===== src/rtl/skew_lms_ctrl.sv =====
module skew_lms_ctrl #(
  parameter int EW  = 12,
  parameter int CW  = 8,
  parameter int WIN = 4,
  parameter int THR = 100
) (
  input  logic                 clk,
  input  logic                 rst_n,
  input  logic                 en,
  input  logic                 clr,
  input  logic                 err_vld,
  input  logic signed [EW-1:0] err1,
  input  logic signed [EW-1:0] err2,
  input  logic signed [EW-1:0] err3,
  input  logic signed [EW-1:0] err4,
  output logic signed [CW-1:0] dly2,
  output logic signed [CW-1:0] dly3,
  output logic signed [CW-1:0] dly4
);

  localparam int SW   = EW + 2;
  localparam int CNTW = (WIN > 1) ? $clog2(WIN) : 1;
  localparam int AW   = SW + CNTW + 1;
  localparam logic signed [CW-1:0] CMAX = {1'b0, {(CW-1){1'b1}}};
  localparam logic signed [CW-1:0] CMIN = {1'b1, {(CW-1){1'b0}}};

  logic signed [SW-1:0] tot, mean;
  logic signed [SW-1:0] res [4];
  logic [CNTW-1:0] cnt;
  logic take, last;

  assign take = en && err_vld;
  assign last = (cnt == CNTW'(WIN - 1));
  assign tot  = SW'(err1) + SW'(err2) + SW'(err3) + SW'(err4);
  assign mean = (tot + SW'(2)) >>> 2;
  assign res[0] = SW'(err1) - mean;
  assign res[1] = SW'(err2) - mean;
  assign res[2] = SW'(err3) - mean;
  assign res[3] = SW'(err4) - mean;

  always_ff @(posedge clk or negedge rst_n) begin
    if (!rst_n)     cnt <= '0;
    else if (clr)   cnt <= '0;
    else if (take)  cnt <= last ? '0 : cnt + 1'b1;
  end

  for (genvar k = 0; k < 3; k++) begin : g_ch
    logic signed [AW-1:0] acc, nxt;
    logic signed [CW-1:0] code;
    logic up, dn;

    assign nxt = acc + AW'(res[k+1]);
    assign up  = last && (nxt > THR);
    assign dn  = last && (nxt < -THR);

    always_ff @(posedge clk or negedge rst_n) begin
      if (!rst_n) begin
        acc  <= '0;
        code <= '0;
      end else if (clr) begin
        acc  <= '0;
        code <= '0;
      end else if (take) begin
        acc <= last ? '0 : nxt;
        if (up && code != CMAX)      code <= code + 1'b1;
        else if (dn && code != CMIN) code <= code - 1'b1;
      end
    end
  end

  assign dly2 = g_ch[0].code;
  assign dly3 = g_ch[1].code;
  assign dly4 = g_ch[2].code;

endmodule


===== config.mk =====
export PLATFORM = sky130hd
export DESIGN_NAME = skew_lms_ctrl
export DESIGN_NICKNAME = d
export VERILOG_FILES = /design/src/rtl/skew_lms_ctrl.sv
export SDC_FILE = /design/constraint.sdc
export NUM_CORES = 1
export LEC_CHECK = 0
export CAP_MARGIN = 20
export CORE_UTILIZATION = 35
export CTS_BUF_LIST = sky130_fd_sc_hd__clkbuf_2 sky130_fd_sc_hd__clkbuf_4 sky130_fd_sc_hd__clkbuf_8
export CTS_CLUSTER_SIZE = 25
export DETAILED_ROUTE_END_ITERATION = 16
export SYNTH_ARGS = -nofsm -noshare
export SYNTH_HDL_FRONTEND = slang
export SYNTH_SLANG_ARGS = --single-unit

===== constraint.sdc =====
create_clock -name clk -period 6.7 [get_ports clk]
set_clock_uncertainty 0.2 [all_clocks]
set_input_delay 2.01 -clock clk [delete_from_list [all_inputs] [get_ports clk]]
set_output_delay 2.01 -clock clk [all_outputs]
set_load 0.005 [all_outputs]

==> results.py, run 1 <==
metrics = {
    "yosys": {
        "avgSynthCellArea_um2": 9.31,
        "ys_ff_latch": 77,
        "synth.top_cell.area_share_pct": 21.6,
        "post-synth-top-area-cell": "dfrtp_1",
        "syn-num-nets": 1171,
        "synth_flop_cell": "dfrtp_1",
        "synth-async-reset-ratio_pct": 100,
        "yosysSeqAreaShare_pct": 21.6,
        "synth-edff-count": 0,
        "synth_cell_types": 76,
        "yosys-top-cells-area": "dfrtp_1 (22%), fa_1 (15%), ha_1 (13%)",
        "syn_area_um2": 8910,
        "yosysWarnings": 0,
        "synthCells": 957,
    },
    "setup_path": {
        "crit_type": "input port to register",
        "cp-start-kind": "input port",
        "cp-end-kind": "register",
        "critPathRequiredTime_ns": 6.82,
        "crit_family": "compound AO/OA/AOI/OAI gates",
        "rrSetupSlack_ns": 1.18,
        "cp.arrival_ns": 9.33,
        "critPathMostFrequentCell": "a21oi_2",
        "worstPathMaxFanout": 5,
        "max_stage_delay_ns": 0.59,
        "worst-path-buf-inv": 4,
        "r2r-end": "dly2[7]",
        "reg2reg_depth": 22,
        "critPathSlowestCell": "or4_4",
        "rr_startpoint": "g_ch[0].acc[1]",
    },
    "clock_network": {
        "clock-sinks": 77,
        "cts_made_buffers": 9,
        "htree_num_levels": 3,
        "cts_tree": "built",
        "clk_pin_slew_ns": 0.10,
        "clk_latency_ns": 0.38,
        "root_buffer": "clkbuf_8",
        "cts_hold_buffers": 0,
        "cts_max_path_buffers": 2,
    },
    "floorplanning": {
        "io_pins": 77,
        "die_area_um2": 26100,
        "dieWidth_um": 162,
        "core.rowCount": 58,
        "die_y_um": 162,
        "start_util_pct": 35.5,
        "core_area_um2": 25100,
    },
    "layout": {
        "final_nets": 1586,
        "final_core_util_pct": 57.8,
        "final_area_um2": 14500,
        "final_common_cell": "buf_4",
        "layout-drive-gt1-share_pct": 44.2,
        "fillCellCount": 2160,
        "multi_input_area_um2": 7980,
        "most-common-layout-cells": "buf_4 (319), inv_1 (97), dfrtp_1 (77)",
        "antenna_cells": 0,
        "area_growth_pct": 62.9,
        "seq_area_um2": 1930,
    },
    "run_status": {
        "violations": "negative setup slack",
        "outcome": "finished, violations left",
    },
    "global_routing": {
        "antenna_found_initial": 0,
        "grt_pass1_vias": 9150,
        "grt_max_degree": 74,
        "grt-ovfl-total": 0,
        "grt_first_pass_wirelength_um": 44500,
        "grt_usage_pct": 21.2,
    },
    "detailed_routing": {
        "wl_met1_um": 12000,
        "ant_nets": 0,
        "wl_per_cell_um": 16.2,
        "dr_wl_met3_um": 898,
        "dr.pass1.iters": 4,
        "finalWirelength_um": 27600,
        "drc": 0,
        "met2_length_um": 14200,
        "via_per_inst": 5.13,
        "vias": 8757,
        "drt_iter0_markers": 308,
        "route.top_layer_used": "met4",
    },
    "placement": {
        "place_area_um2": 12600,
        "gp_congestion": 0.876,
        "io_buffers": 76,
        "hpwlAfterDp_um": 19800,
    },
    "timing": {
        "rsz0062_at_grt": "yes",
        "finalHoldViolCount": 0,
        "relSlewSlack_pct": 37.7,
        "tightest_slew_ns": 0.934,
        "fmax_mhz": 109,
        "setup_violations": 55,
        "maxSlewViolCount": 0,
        "fin_crit_sh_pct": 137,
        "fin_ws_ns": -2.50,
        "fin_crit_ns": 9.20,
    },
    "worst_hold_path": {
        "hold_depth": 2,
        "min-delay-path-class": "register to register",
        "whs_endpoint": "g_ch[2].acc[8]",
        "min-delay-start": "g_ch[2].acc[8]",
    },
    "job": {
        "maxCapViolCount": 0,
    },
}
==> tightest hold or removal path, delay by kind of cell (launching register included) <==
| kind | cells | cell delay (ns) |
|---|---|---|
| flip-flops | 1 | 0.36 |
| AND/OR/NAND/NOR | 1 | 0.06 |
| AO/OA/AOI/OAI | 1 | 0.05 |
==> layer usage <==
layer | track usage (%) | vias up
met2 | 37.9 | 150
li1 | - | 4287
met3 | 3.00 | 34
met4 | 5.27 | 0
met5 | 0 | -
met1 | 26.7 | 4286
==> state kept, by name, indices dropped and copies added (netlist names) <==
name,flops
g_ch.acc,51
dly2,8
dly3,8
dly4,8
cnt,2
==> how the worst max path moves through the flow <==
stage | from | endpoint | slack (ns) | cells past startpoint
after floorplan | err1[0] | dly3[7] | -2.75 | 33
after global placement | err2[2] | dly2[7] | -3.21 | 34
after detailed placement | err2[2] | dly2[7] | -3.28 | 34
after CTS | err2[0] | dly3[7] | -2.37 | 36
after global routing | err2[0] | dly3[7] | -2.79 | 35
final | err2[0] | dly3[7] | -2.50 | 35
==> through the flow <==
step	setup slack (ns)	instances	setup TNS [ns]	hold slack [ns]
CTS	-2.37	1695	-58.27	0.307
finish	-2.50	1707	-62.78	0.297
detailed placement	-3.28	1626	-107.13	0.281
global route	-2.79	1707	-75.43	0.328
global placement	-3.21	1626	-103.25	0.273
floorplan	-2.75	957	-60.64	0.256
==> cell usage after synthesis, drive strengths merged, types with 13 or more instances <==
cell	n
inv	111
nor2	49
o21a	17
dfrtp	77
nand4	13
a21o	28
xor2	23
clkbuf	18
a22o	37
nand3	18
fa	69
o21ai	45
a21oi	64
xnor2	46
nand2	43
nor3	24
ha	92
==> what timing repair did <==
action / 4_1_cts / 5_1_grt
gates resized for setup: 174 / 97
endpoints found under the hold margin: 0 / 0
setup buffers: 59 / 24
endpoints found under the setup margin: 61 / 58
pin swaps: 121 / 83
==> logic make-up after synthesis <==
kind of cell    Yosys count  synth area share [%]
compound gates          288                  23.5
xor+xnor                 69                  6.78
fa+ha+maj               161                  28.4
buf+inv                 137                  6.18
flops                    77                  21.6
mux                       8                 0.899
simple gates            217                  12.6
==> final cells by class <==
cell class              count  area share, %
clock inverters             7          0.603
well taps                 330           2.84
clock buffers               9          0.853
inverters                 111           2.89
repair buffers            430           24.6
multi-input cells         743           54.9
flip-flops and latches     77           13.3
Power of run 1 is not shown: default switching activity piles up to over one toggle a cycle in this logic, so the estimate is an artifact.
==> run 2: changes to the inputs <==
--- a/config.mk
+++ b/config.mk
@@ -10,6 +10,7 @@
 export CTS_BUF_LIST = sky130_fd_sc_hd__clkbuf_2 sky130_fd_sc_hd__clkbuf_4 sky130_fd_sc_hd__clkbuf_8
 export CTS_CLUSTER_SIZE = 25
 export DETAILED_ROUTE_END_ITERATION = 16
+export GPL_ROUTABILITY_DRIVEN = 1
 export SYNTH_ARGS = -nofsm -noshare
 export SYNTH_HDL_FRONTEND = slang
 export SYNTH_SLANG_ARGS = --single-unit
==> results of run 2 <==
The final DEF is identical to that of run 1; final timing and power are the same.
Power of run 2 is left out for the same reason.
==> run 3: changes to the inputs <==
--- a/config.mk
+++ b/config.mk
@@ -5,12 +5,15 @@
 export SDC_FILE = /design/constraint.sdc
 export NUM_CORES = 1
 export LEC_CHECK = 0
+export ABC_AREA = 1
 export CAP_MARGIN = 20
+export CORE_MARGIN = 3
 export CORE_UTILIZATION = 35
 export CTS_BUF_LIST = sky130_fd_sc_hd__clkbuf_2 sky130_fd_sc_hd__clkbuf_4 sky130_fd_sc_hd__clkbuf_8
 export CTS_CLUSTER_SIZE = 25
 export DETAILED_ROUTE_END_ITERATION = 16
 export GPL_ROUTABILITY_DRIVEN = 1
+export HOLD_SLACK_MARGIN = 0.05
 export SYNTH_ARGS = -nofsm -noshare
 export SYNTH_HDL_FRONTEND = slang
 export SYNTH_SLANG_ARGS = --single-unit
==> run 3 against run 2 <==
Compared with the run above:
- the flow still finishes with violations (negative setup slack)
- sequential cell count stayed put
- hold slack lost 0.0084 ns
- cell count rose by 34%
- core utilization down 3.2 points
- synthesized cell count increased by 58%
- via count is 27% higher
- maximum frequency rose by 17%
- sequential share of layout area down 1.1 points
- register-to-register slack improved by 1.2 ns
- design area up 9.1%
- critical endpoint is now dly3[4]
==> results.py, run 3 <==
metrics = {
    "detailed_routing": {
        "finalWirelength_um": 34200,
        "vias": 11136,
        "via_per_inst": 4.88,
        "drc": 0,
        "wl_per_cell_um": 15.0,
        "drt_iter0_markers": 744,
        "ant_nets": 0,
        "dr.pass1.iters": 5,
    },
    "floorplanning": {
        "die_area_um2": 31800,
        "core.rowCount": 62,
        "die_y_um": 178,
        "io_pins": 77,
        "dieWidth_um": 178,
        "start_util_pct": 35.9,
        "core_area_um2": 29000,
    },
    "global_routing": {
        "antenna_found_initial": 1,
        "grt-ovfl-total": 0,
        "grt_first_pass_wirelength_um": 55000,
        "grt_pass1_vias": 11056,
        "grt_max_degree": 67,
        "grt_usage_pct": 21.5,
    },
    "layout": {
        "final_common_cell": "nand2_1",
        "most-common-layout-cells": "nand2_1 (377), buf_4 (302), inv_1 (218)",
        "largest_reg_flops": 51,
        "seq_area_um2": 1930,
        "multi_input_area_um2": 8990,
        "layout-drive-gt1-share_pct": 38.0,
        "final_nets": 2108,
        "fillCellCount": 2695,
        "regMostFlops": "g_ch.acc",
        "final_core_util_pct": 54.6,
        "antenna_cells": 0,
        "area_growth_pct": 52.2,
        "final_area_um2": 15800,
        "final_cells": 2282,
    },
    "yosys": {
        "yosysWarnings": 0,
        "synth_flop_cell": "dfrtp_1",
        "syn-num-nets": 1727,
        "yosys-top-cells-area": "dfrtp_1 (19%), nand2_1 (16%), fa_1 (13%)",
        "synth-async-reset-ratio_pct": 100,
        "avgSynthCellArea_um2": 6.88,
        "synth-edff-count": 0,
        "post-synth-top-area-cell": "dfrtp_1",
        "synth.top_cell.area_share_pct": 18.5,
        "syn_area_um2": 10400,
        "synthCells": 1513,
        "synth_cell_types": 41,
        "synthTopCellsByCount": "nand2_1 (443), inv_1 (269), nand3_1 (177), ha_1 (92), dfrtp_1 (77)",
        "synth_most_common_cell": "nand2_1",
        "yosysSeqAreaShare_pct": 18.5,
        "ys_ff_latch": 77,
    },
    "run_status": {
        "violations": "negative setup slack",
        "outcome": "finished, violations left",
    },
    "placement": {
        "gp_congestion": 0.983,
        "dpl.cell_count": 2206,
        "place_area_um2": 14100,
        "io_buffers": 76,
        "hpwlAfterDp_um": 25700,
    },
    "clock_network": {
        "clk_pin_slew_ns": 0.09,
        "cts_max_path_buffers": 2,
        "htree_num_levels": 3,
        "clk_latency_ns": 0.38,
        "cts_made_buffers": 9,
        "cts_tree": "built",
        "clock-sinks": 77,
        "root_buffer": "clkbuf_8",
    },
    "setup_path": {
        "max_stage_delay_ns": 0.59,
        "cp-end-kind": "register",
        "reg2reg_depth": 24,
        "worstPathMaxFanout": 7,
        "cp-start-kind": "input port",
        "r2r-end": "dly3[4]",
        "critPathSlowestCell": "fa_1",
        "crit_family": "adder cells",
        "crit_type": "input port to register",
        "rr_startpoint": "g_ch[1].acc[1]",
        "worst-path-buf-inv": 13,
        "rrSetupSlack_ns": 2.40,
        "critPathMostFrequentCell": "buf_4",
        "worst-path-stages": 35,
        "critPathRequiredTime_ns": 6.82,
        "cp.arrival_ns": 8.01,
    },
    "worst_hold_path": {
        "hold_depth": 1,
        "min-delay-path-class": "register to register",
        "whs_endpoint": "cnt[0]",
        "min-delay-start": "cnt[0]",
    },
    "timing": {
        "finalHoldViolCount": 0,
        "fmax_mhz": 127,
        "maxSlewViolCount": 0,
        "fin_crit_ns": 7.89,
        "fin_crit_sh_pct": 118,
        "rsz0062_at_grt": "yes",
        "tightest_slew_ns": 0.911,
        "setup_violations": 25,
        "fin_ws_ns": -1.19,
        "relSlewSlack_pct": 39.1,
    },
    "job": {
        "maxCapViolCount": 0,
    },
}
[run 3: changes by cell type after synthesis, sizes merged, moves of 14 or more]
cell and change:
o21ai +16, nor2 +28, o21a -17, nand4 +16, a21oi -14, nand2 +434
xnor2 -30, a21o -26, nand3 +174, a22o -37, inv +164, nor3 -21
[run 3: final cells by class]
type | instances | area share, %
clock buffer | 11 | 0.916
timing repair buffer | 391 | 20.0
tap | 384 | 3.03
multi-input combinational | 1140 | 56.8
inverter | 275 | 6.66
clock inverter | 4 | 0.458
sequential | 77 | 12.2
[run 3: worst max-delay path by stage]
stage / startpoint / end / slack (ns)
detailed placement: err3[2] / dly2[7] / -2.17
CTS: err3[6] / dly3[6] / -1.02
global route: err1[5] / dly2[7] / -1.42
finish: err1[10] / dly3[4] / -1.19
global placement: err3[2] / dly4[7] / -2.08
floorplan: err3[2] / dly3[6] / -1.31
[run 3: metal layers]
metal  share of wire, %  GRT usage (%)  up-vias
li1                   -              -     5567
met1                 45           29.1     5264
met2                 48           36.0      255
met3                4.5           2.79       48
met4                2.2           6.04        2
met5              0.020              0        -
[run 3: per-stage QoR]
stage / setup TNS (ns) / hold slack, ns / setup WS (ns)
2_1_floorplan: -24.63 / 0.246 / -1.31
3_3_place_gp: -63.09 / 0.258 / -2.08
3_5_place_dp: -67.28 / 0.278 / -2.17
4_1_cts: -18.52 / 0.290 / -1.02
5_1_grt: -27.33 / 0.320 / -1.42
6_report: -21.06 / 0.289 / -1.19
[run 3: repair_timing]
action	CTS	global route
pin swaps	127	108
resized for setup	281	111
setup endpoints to repair	52	34
hold buffers	0	0
buffers inserted	38	23
gates cloned	3	0
[run 3: cell families (layout without fill, tap and decap cells)]
group,count (synthesis),after routing,share of synthesized area [%]
AO/OA/AOI/OAI,134,134,7.36
XOR/XNOR,43,43,4.02
adder cells (fa/ha/maj),161,161,24.3
buffers and inverters,299,681,10.9
flip-flops,77,77,18.5
AND/OR/NAND/NOR,799,802,34.9
Power of run 3 is left out for the same reason.
